`src/rtl/pingpong_playback.sv`:
```
module pingpong_playback #(
  parameter int TW         = 16,
  parameter int LO_REF_CYC = 6,
  parameter int HI_REF_CYC = 3
) (
  input  logic        clk,
  input  logic        rst_n,
  input  logic        reg_we,
  input  logic [7:0]  reg_addr,
  input  logic [31:0] reg_wdata,
  output logic [31:0] reg_rdata,
  output logic        mem_req,
  output logic [31:0] mem_addr,
  input  logic        mem_rvalid,
  input  logic [31:0] mem_rdata,
  output logic        smp_valid,
  input  logic        smp_ready,
  output logic [15:0] smp_left,
  output logic [15:0] smp_right,
  output logic        irq,
  output logic        bclk_en
);
  localparam int LW     = TW + 3;
  localparam int MAXREF = (LO_REF_CYC > HI_REF_CYC) ? LO_REF_CYC : HI_REF_CYC;
  localparam int CW     = $clog2(MAXREF * 256 + 1) + 1;
  localparam logic [7:0] A_MODE = 8'h00, A_DIV = 8'h18, A_STAT = 8'h20, A_IEN = 8'h24,
                         A_BLO  = 8'h28, A_THR = 8'h2C, A_POS  = 8'h38, A_BHI = 8'h40;

  logic [31:0]   mode_r, div_r, ien_r, base_r, wd;
  logic [TW-1:0] thr_r;
  logic [1:0]    st_r;
  logic [LW-1:0] ptr;
  logic          second, have_l, wv, stale;
  logic [15:0]   lft;
  logic [CW-1:0] bcnt;

  wire wr_mode = reg_we && reg_addr == A_MODE;
  wire wr_div  = reg_we && reg_addr == A_DIV;
  wire wr_stat = reg_we && reg_addr == A_STAT;
  wire wr_ien  = reg_we && reg_addr == A_IEN;
  wire wr_blo  = reg_we && reg_addr == A_BLO;
  wire wr_thr  = reg_we && reg_addr == A_THR;
  wire wr_bhi  = reg_we && reg_addr == A_BHI;

  wire rearm = wr_mode && reg_wdata[7] && !mode_r[7];
  wire repos = rearm || wr_div || wr_blo || wr_bhi;
  wire s16   = mode_r[0];
  wire mono  = mode_r[14];

  wire [LW-1:0] buf_len  = (LW'(thr_r) + LW'(1)) << 2;
  wire [LW-1:0] half_len = buf_len >> 1;
  wire [LW-1:0] ptr_nx   = ptr + (s16 ? LW'(2) : LW'(1));
  wire [LW-1:0] pos      = second ? half_len : '0;

  wire take     = mode_r[7] && wv && (!smp_valid || smp_ready) && !repos;
  wire hit_half = take && !second && ptr_nx >= half_len;
  wire hit_end  = take && ptr_nx >= buf_len;

  wire [4:0]  bsel = {ptr[1:0], 3'b000};
  wire [15:0] elem = s16 ? (ptr[1] ? wd[31:16] : wd[15:0]) : {wd[bsel +: 8], 8'h00};

  wire [CW-1:0] bper = CW'(mode_r[9] ? HI_REF_CYC : LO_REF_CYC) * (CW'(div_r[15:8]) + CW'(1));

  assign irq = |(st_r & ien_r[7:6]);

  always_comb begin
    case (reg_addr)
      A_MODE:  reg_rdata = mode_r;
      A_DIV:   reg_rdata = div_r;
      A_STAT:  reg_rdata = {24'h0, st_r, 6'h0};
      A_IEN:   reg_rdata = ien_r;
      A_POS:   reg_rdata = 32'(pos >> 2);
      default: reg_rdata = '0;
    endcase
  end

  always_ff @(posedge clk or negedge rst_n) begin
    if (!rst_n) begin
      mode_r <= '0;
      div_r  <= '0;
      ien_r  <= '0;
      base_r <= '0;
      thr_r  <= '0;
      st_r   <= '0;
    end else begin
      if (wr_mode) mode_r <= reg_wdata;
      if (wr_div)  div_r  <= reg_wdata;
      if (wr_ien)  ien_r  <= reg_wdata;
      if (wr_thr)  thr_r  <= reg_wdata[TW-1:0];
      if (wr_blo)  base_r[15:0]  <= reg_wdata[15:0];
      if (wr_bhi)  base_r[31:16] <= reg_wdata[15:0];
      if (rearm) st_r <= '0;
      else       st_r <= (st_r & ~(wr_stat ? reg_wdata[7:6] : 2'b00)) | {hit_end, hit_half};
    end
  end

  always_ff @(posedge clk or negedge rst_n) begin
    if (!rst_n) begin
      mem_req   <= 1'b0;
      mem_addr  <= '0;
      wd        <= '0;
      wv        <= 1'b0;
      stale     <= 1'b0;
      ptr       <= '0;
      second    <= 1'b0;
      have_l    <= 1'b0;
      lft       <= '0;
      smp_valid <= 1'b0;
      smp_left  <= '0;
      smp_right <= '0;
    end else begin
      if (mem_rvalid) mem_req <= 1'b0;
      else if (mode_r[7] && !wv && !mem_req && !repos) begin
        mem_req  <= 1'b1;
        mem_addr <= base_r + 32'({ptr[LW-1:2], 2'b00});
      end
      if (smp_valid && smp_ready) smp_valid <= 1'b0;
      if (repos) begin
        ptr    <= '0;
        second <= 1'b0;
        have_l <= 1'b0;
        wv     <= 1'b0;
        stale  <= mem_req && !mem_rvalid;
      end else begin
        if (mem_rvalid) begin
          stale <= 1'b0;
          if (!stale) begin
            wv <= 1'b1;
            wd <= mem_rdata;
          end
        end
        if (take) begin
          ptr <= hit_end ? '0 : ptr_nx;
          if (hit_half) second <= 1'b1;
          if (hit_end)  second <= 1'b0;
          if (ptr_nx[1:0] == 2'b00 || hit_end) wv <= 1'b0;
          if (mono) begin
            smp_valid <= 1'b1;
            smp_left  <= elem;
            smp_right <= elem;
          end else if (!have_l) begin
            lft    <= elem;
            have_l <= 1'b1;
          end else begin
            smp_valid <= 1'b1;
            smp_left  <= lft;
            smp_right <= elem;
            have_l    <= 1'b0;
          end
        end
      end
    end
  end

  always_ff @(posedge clk or negedge rst_n) begin
    if (!rst_n) begin
      bcnt    <= '0;
      bclk_en <= 1'b0;
    end else if (bcnt >= bper - CW'(1)) begin
      bcnt    <= '0;
      bclk_en <= 1'b1;
    end else begin
      bcnt    <= bcnt + CW'(1);
      bclk_en <= 1'b0;
    end
  end
endmodule

```
`config.mk`:
```
export PLATFORM = sky130hd
export DESIGN_NAME = pingpong_playback
export DESIGN_NICKNAME = d
export VERILOG_FILES = /design/src/rtl/pingpong_playback.sv
export SDC_FILE = /design/constraint.sdc
export NUM_CORES = 1
export LEC_CHECK = 0
export BUFFER_PORTS_ARGS = -buffer_cell sky130_fd_sc_hd__buf_2
export CAP_MARGIN = 5
export CORE_ASPECT_RATIO = 0.6
export CORE_UTILIZATION = 33
export CTS_CLUSTER_DIAMETER = 50
export DETAILED_ROUTE_END_ITERATION = 10
export GPL_TIMING_DRIVEN = 0
export SKIP_CTS_REPAIR_TIMING = 1
export SLEW_MARGIN = 20
export SYNTH_ARGS = -nofsm -noshare
export SYNTH_HDL_FRONTEND = slang
export SYNTH_SLANG_ARGS = --single-unit
```
`constraint.sdc`:
```
create_clock -name clk -period 5.1 [get_ports clk]
set_input_delay 0.255 -clock clk [delete_from_list [all_inputs] [get_ports clk]]
set_output_delay 0.255 -clock clk [all_outputs]
set_load 0.02 [all_outputs]
```
==> out/metrics.cfg <==
[status]
status = finished, final reports clean

[final_layout]
num-nets-final = 1837
layout_common_cells = dfrtp_1 (295), mux2_2 (205), buf_2 (187), nand2_1 (98), ha_1 (88)
drive_gt1_share_pct = 30.8
area_growth_syn_to_layout_pct = 21.6
fillCellCount = 4522
fin_util_pct = 41.2
layout_commonest_cell = dfrtp_1

[die]
start_util_pct = 33.9
io_pins = 177
core_area_mm2 = 0.0470
die_h_um = 172
dieArea_mm2 = 0.0492
num_rows = 61
die_w_um = 286

[min_path]
hold_class = in -> reg

[critical_path]
cp_slowest_cell = fa_1
cp-endpoint = bcnt[7]
reg2reg_to = bcnt[7]
crit_required_ns = 5.51
start_kind = flip-flop
reg2reg_setup_slack_ns = 0.32
critPathKind = reg -> reg
crit_cells = 21
startpoint = div_r[8]
worstPathArrival_ns = 5.19
end_kind = flip-flop
crit_fanout = 10
cp_slowest_stage_delay_ns = 0.54
crit_buf_inv = 3
cpLargestDelayFamily = adder cells
rr_startpoint = div_r[8]
crit_path_frequent_cell = ha_1
crit_chain = ha_1 > xor2_1 > inv_1 > ha_1 > fa_1 > inv_1 > ha_1 > a21o_1 > a21oi_1 > nor2b_1 > o21a_1 > nor3_2 > nor2_1 > xnor2_1 > ha_1 > nand4_1 > nor2_1 > a221oi_2 > o21ai_2 > buf_4 > nor2_1
rr_worst_depth = 21

[drt]
dr.pass1.iters = 5
wl_per_cell_um = 19.6
drc = 0
vias_per_cell = 5.21
drt-total-wl_um = 45400
num_vias = 12100
ant_nets = 0
drtIter0Drc = 954

[clock_tree]
cts-root-buf = clkbuf_16
clk_path_buf_depth = 3
cts_made_buffers = 34
clk_latency_ns = 0.54
htree_levels = 2
cts_tree = done
clk_pin_slew_ns = 0.06
clock-sinks = 296

[grt]
grt_first_pass_wirelength_um = 68700
first_global_vias = 11600
grt-ovfl-total = 0
track_usage_pct = 18.2
grt_max_degree = 99
antenna_found_initial = 6

[placement]
dp_hpwl_um = 34200
io_buffers = 173
routabilityCongestion = 0.877

[synthesis]
synthArstFlopShare_pct = 100
synth_ff_type = dfrtp_1
synth_cells = 1400
synth_edf_count = 0
avgSynthCellArea_um2 = 11.4
syn-num-nets = 1575
yosys_warnings = 0
yosysUniqueCellTypes = 74
ys_seq_area_share_pct = 46.4
synth-seq-cells = 296
syn_area_mm2 = 0.0159

[flow_run]
max_cap_viol_count = 0

[timing]
timing.final.crit_share_pct = 93.8
setup_tns_ns = 0
skew_ns = 0.0181
setup_viol = 0
max_freq_ghz = 0.209
fin_crit_ns = 4.78
final_max_slew_viol_count = 0
worstMarginPinSlew_ns = 0.952
rsz0062_at_grt = no
max_slew_margin_pct = 36.5
hold_viol = 0

[power]
combinationalPowerShare_pct = 30.3
p_int_mw = 5.22
power_density_mw_per_mm2 = 410
p_leak_nw = 9.44
vdd_drop_max_mv = 0.267
power_switching_mw = 2.73
p_clk_share_pct = 31.5
power_frac_seq_pct = 38.1
swShare_pct = 34.3
fin_total_pwr_mw = 7.95

==> registers in the layout, indices dropped and copies added, names as in the netlist, 2 cells and up <==
name,count
div_r,32
base_r,32
smp_left,16
st_r,2
ien_r,32
mem_addr,32
ptr,19
wd,32
smp_right,16
lft,16
bcnt,12
mode_r,32
thr_r,16
==> how the worst min path moves through the flow <==
| stage | start | to | cells after the start |
|---|---|---|---|
| floorplan | rst_n | base_r[0] | 0 |
| global placement | base_r[1] | mem_addr[1] | 2 |
| detailed placement | rst_n | mem_addr[0] | 1 |
| CTS | rst_n | mem_addr[21] | 1 |
| global route | reg_wdata[24] | ien_r[24] | 2 |
| finish | reg_wdata[24] | mode_r[24] | 2 |
==> synth_stat cells, types with 8 or more instances <==
| master | number | area, um2 |
|---|---|---|
| a21o_1 | 26 | 195 |
| a21oi_1 | 38 | 190 |
| a222oi_1 | 19 | 190 |
| a22o_1 | 15 | 131 |
| a31oi_1 | 10 | 62.6 |
| and3_1 | 23 | 144 |
| buf_2 | 15 | 75.1 |
| buf_4 | 12 | 90.1 |
| clkbuf_1 | 25 | 93.8 |
| dfrtp_1 | 296 | 7410 |
| fa_1 | 10 | 200 |
| ha_1 | 88 | 1100 |
| inv_1 | 65 | 244 |
| mux2_2 | 205 | 2310 |
| mux2i_1 | 28 | 280 |
| mux4_2 | 8 | 180 |
| nand2_1 | 98 | 368 |
| nand2b_1 | 22 | 138 |
| nand3_1 | 36 | 180 |
| nand4_1 | 16 | 100 |
| nor2_1 | 61 | 229 |
| nor2b_1 | 10 | 62.6 |
| nor3_1 | 8 | 40.0 |
| o21ai_0 | 82 | 410 |
| or2_2 | 12 | 75.1 |
| or3_1 | 11 | 68.8 |
| xnor2_1 | 29 | 254 |
| xor2_1 | 41 | 359 |
==> worst reg2reg max path, stage by stage, from the launching register on <==
cell      delay [ns]
dfrtp_2         0.48
ha_1            0.26
xor2_1          0.27
inv_1           0.08
ha_1            0.32
fa_1            0.54
inv_1           0.04
ha_1            0.33
a21o_1          0.19
a21oi_1         0.21
nor2b_1         0.08
o21a_1          0.20
nor3_2          0.20
nor2_1          0.10
xnor2_1         0.14
ha_1            0.32
nand4_1         0.10
nor2_1          0.16
a221oi_2        0.10
o21ai_2         0.26
buf_4           0.24
nor2_1          0.07
==> power groups by stage <==
stage,sequential [mW],clock [mW],combinational [mW]
floorplan,3.24,0,1.35
global placement,3.05,0,2.30
detailed placement,3.07,0,2.38
CTS,3.03,2.57,2.38
global route,3.08,2.68,2.66
finish,3.03,2.51,2.41
==> metal layers <==
layer | part of all wire [%] | wire length (um) | track usage (%)
met4 | 1.3 | 587 | 3.74
met5 | 0.018 | 8 | 0
met2 | 41 | 18900 | 25.1
met3 | 7.2 | 3290 | 4.06
met1 | 50 | 22700 | 28.3
==> layout make-up <==
cell class | instances | area (um2) | share of cell area (%)
Antenna cell | 2 | 5.00 | 0.0258
Buffer | 57 | 290 | 1.50
Clock buffer | 42 | 952 | 4.91
Clock inverter | 18 | 193 | 0.994
Inverter | 66 | 248 | 1.28
Multi-Input combinational cell | 981 | 8050 | 41.5
Sequential cell | 296 | 7410 | 38.2
Tap cell | 630 | 788 | 4.07
Timing Repair Buffer | 226 | 1460 | 7.53
==> per-stage QoR <==
stage | hold WS [ns] | setup WS [ns] | instances | area (um2)
finish | 0.00813 | 0.315 | 2318 | 19400
global route | 0.00339 | 0.000349 | 2316 | 19400
CTS | -0.469 | -0.0953 | 2267 | 18900
detailed placement | 0.0994 | -0.0695 | 2207 | 17700
global placement | 0.454 | -1.93 | 2203 | 17600
floorplan | -0.0406 | 0.690 | 1400 | 15900
==> kinds of logic (layout without fill, tap and decap cells) <==
group	Yosys count	count (layout)	share of synthesized area, %
xor gates and xnor gates	70	70	3.84
other	0	2	0
buffers and inverters	123	409	3.35
muxes	242	242	17.4
AOI/OAI and AO/OA	244	244	10.4
DFF	296	296	46.4
adders and majority gates	98	98	8.16
and+or+nand+nor	327	327	10.3
(Power assumes the default switching activity.)
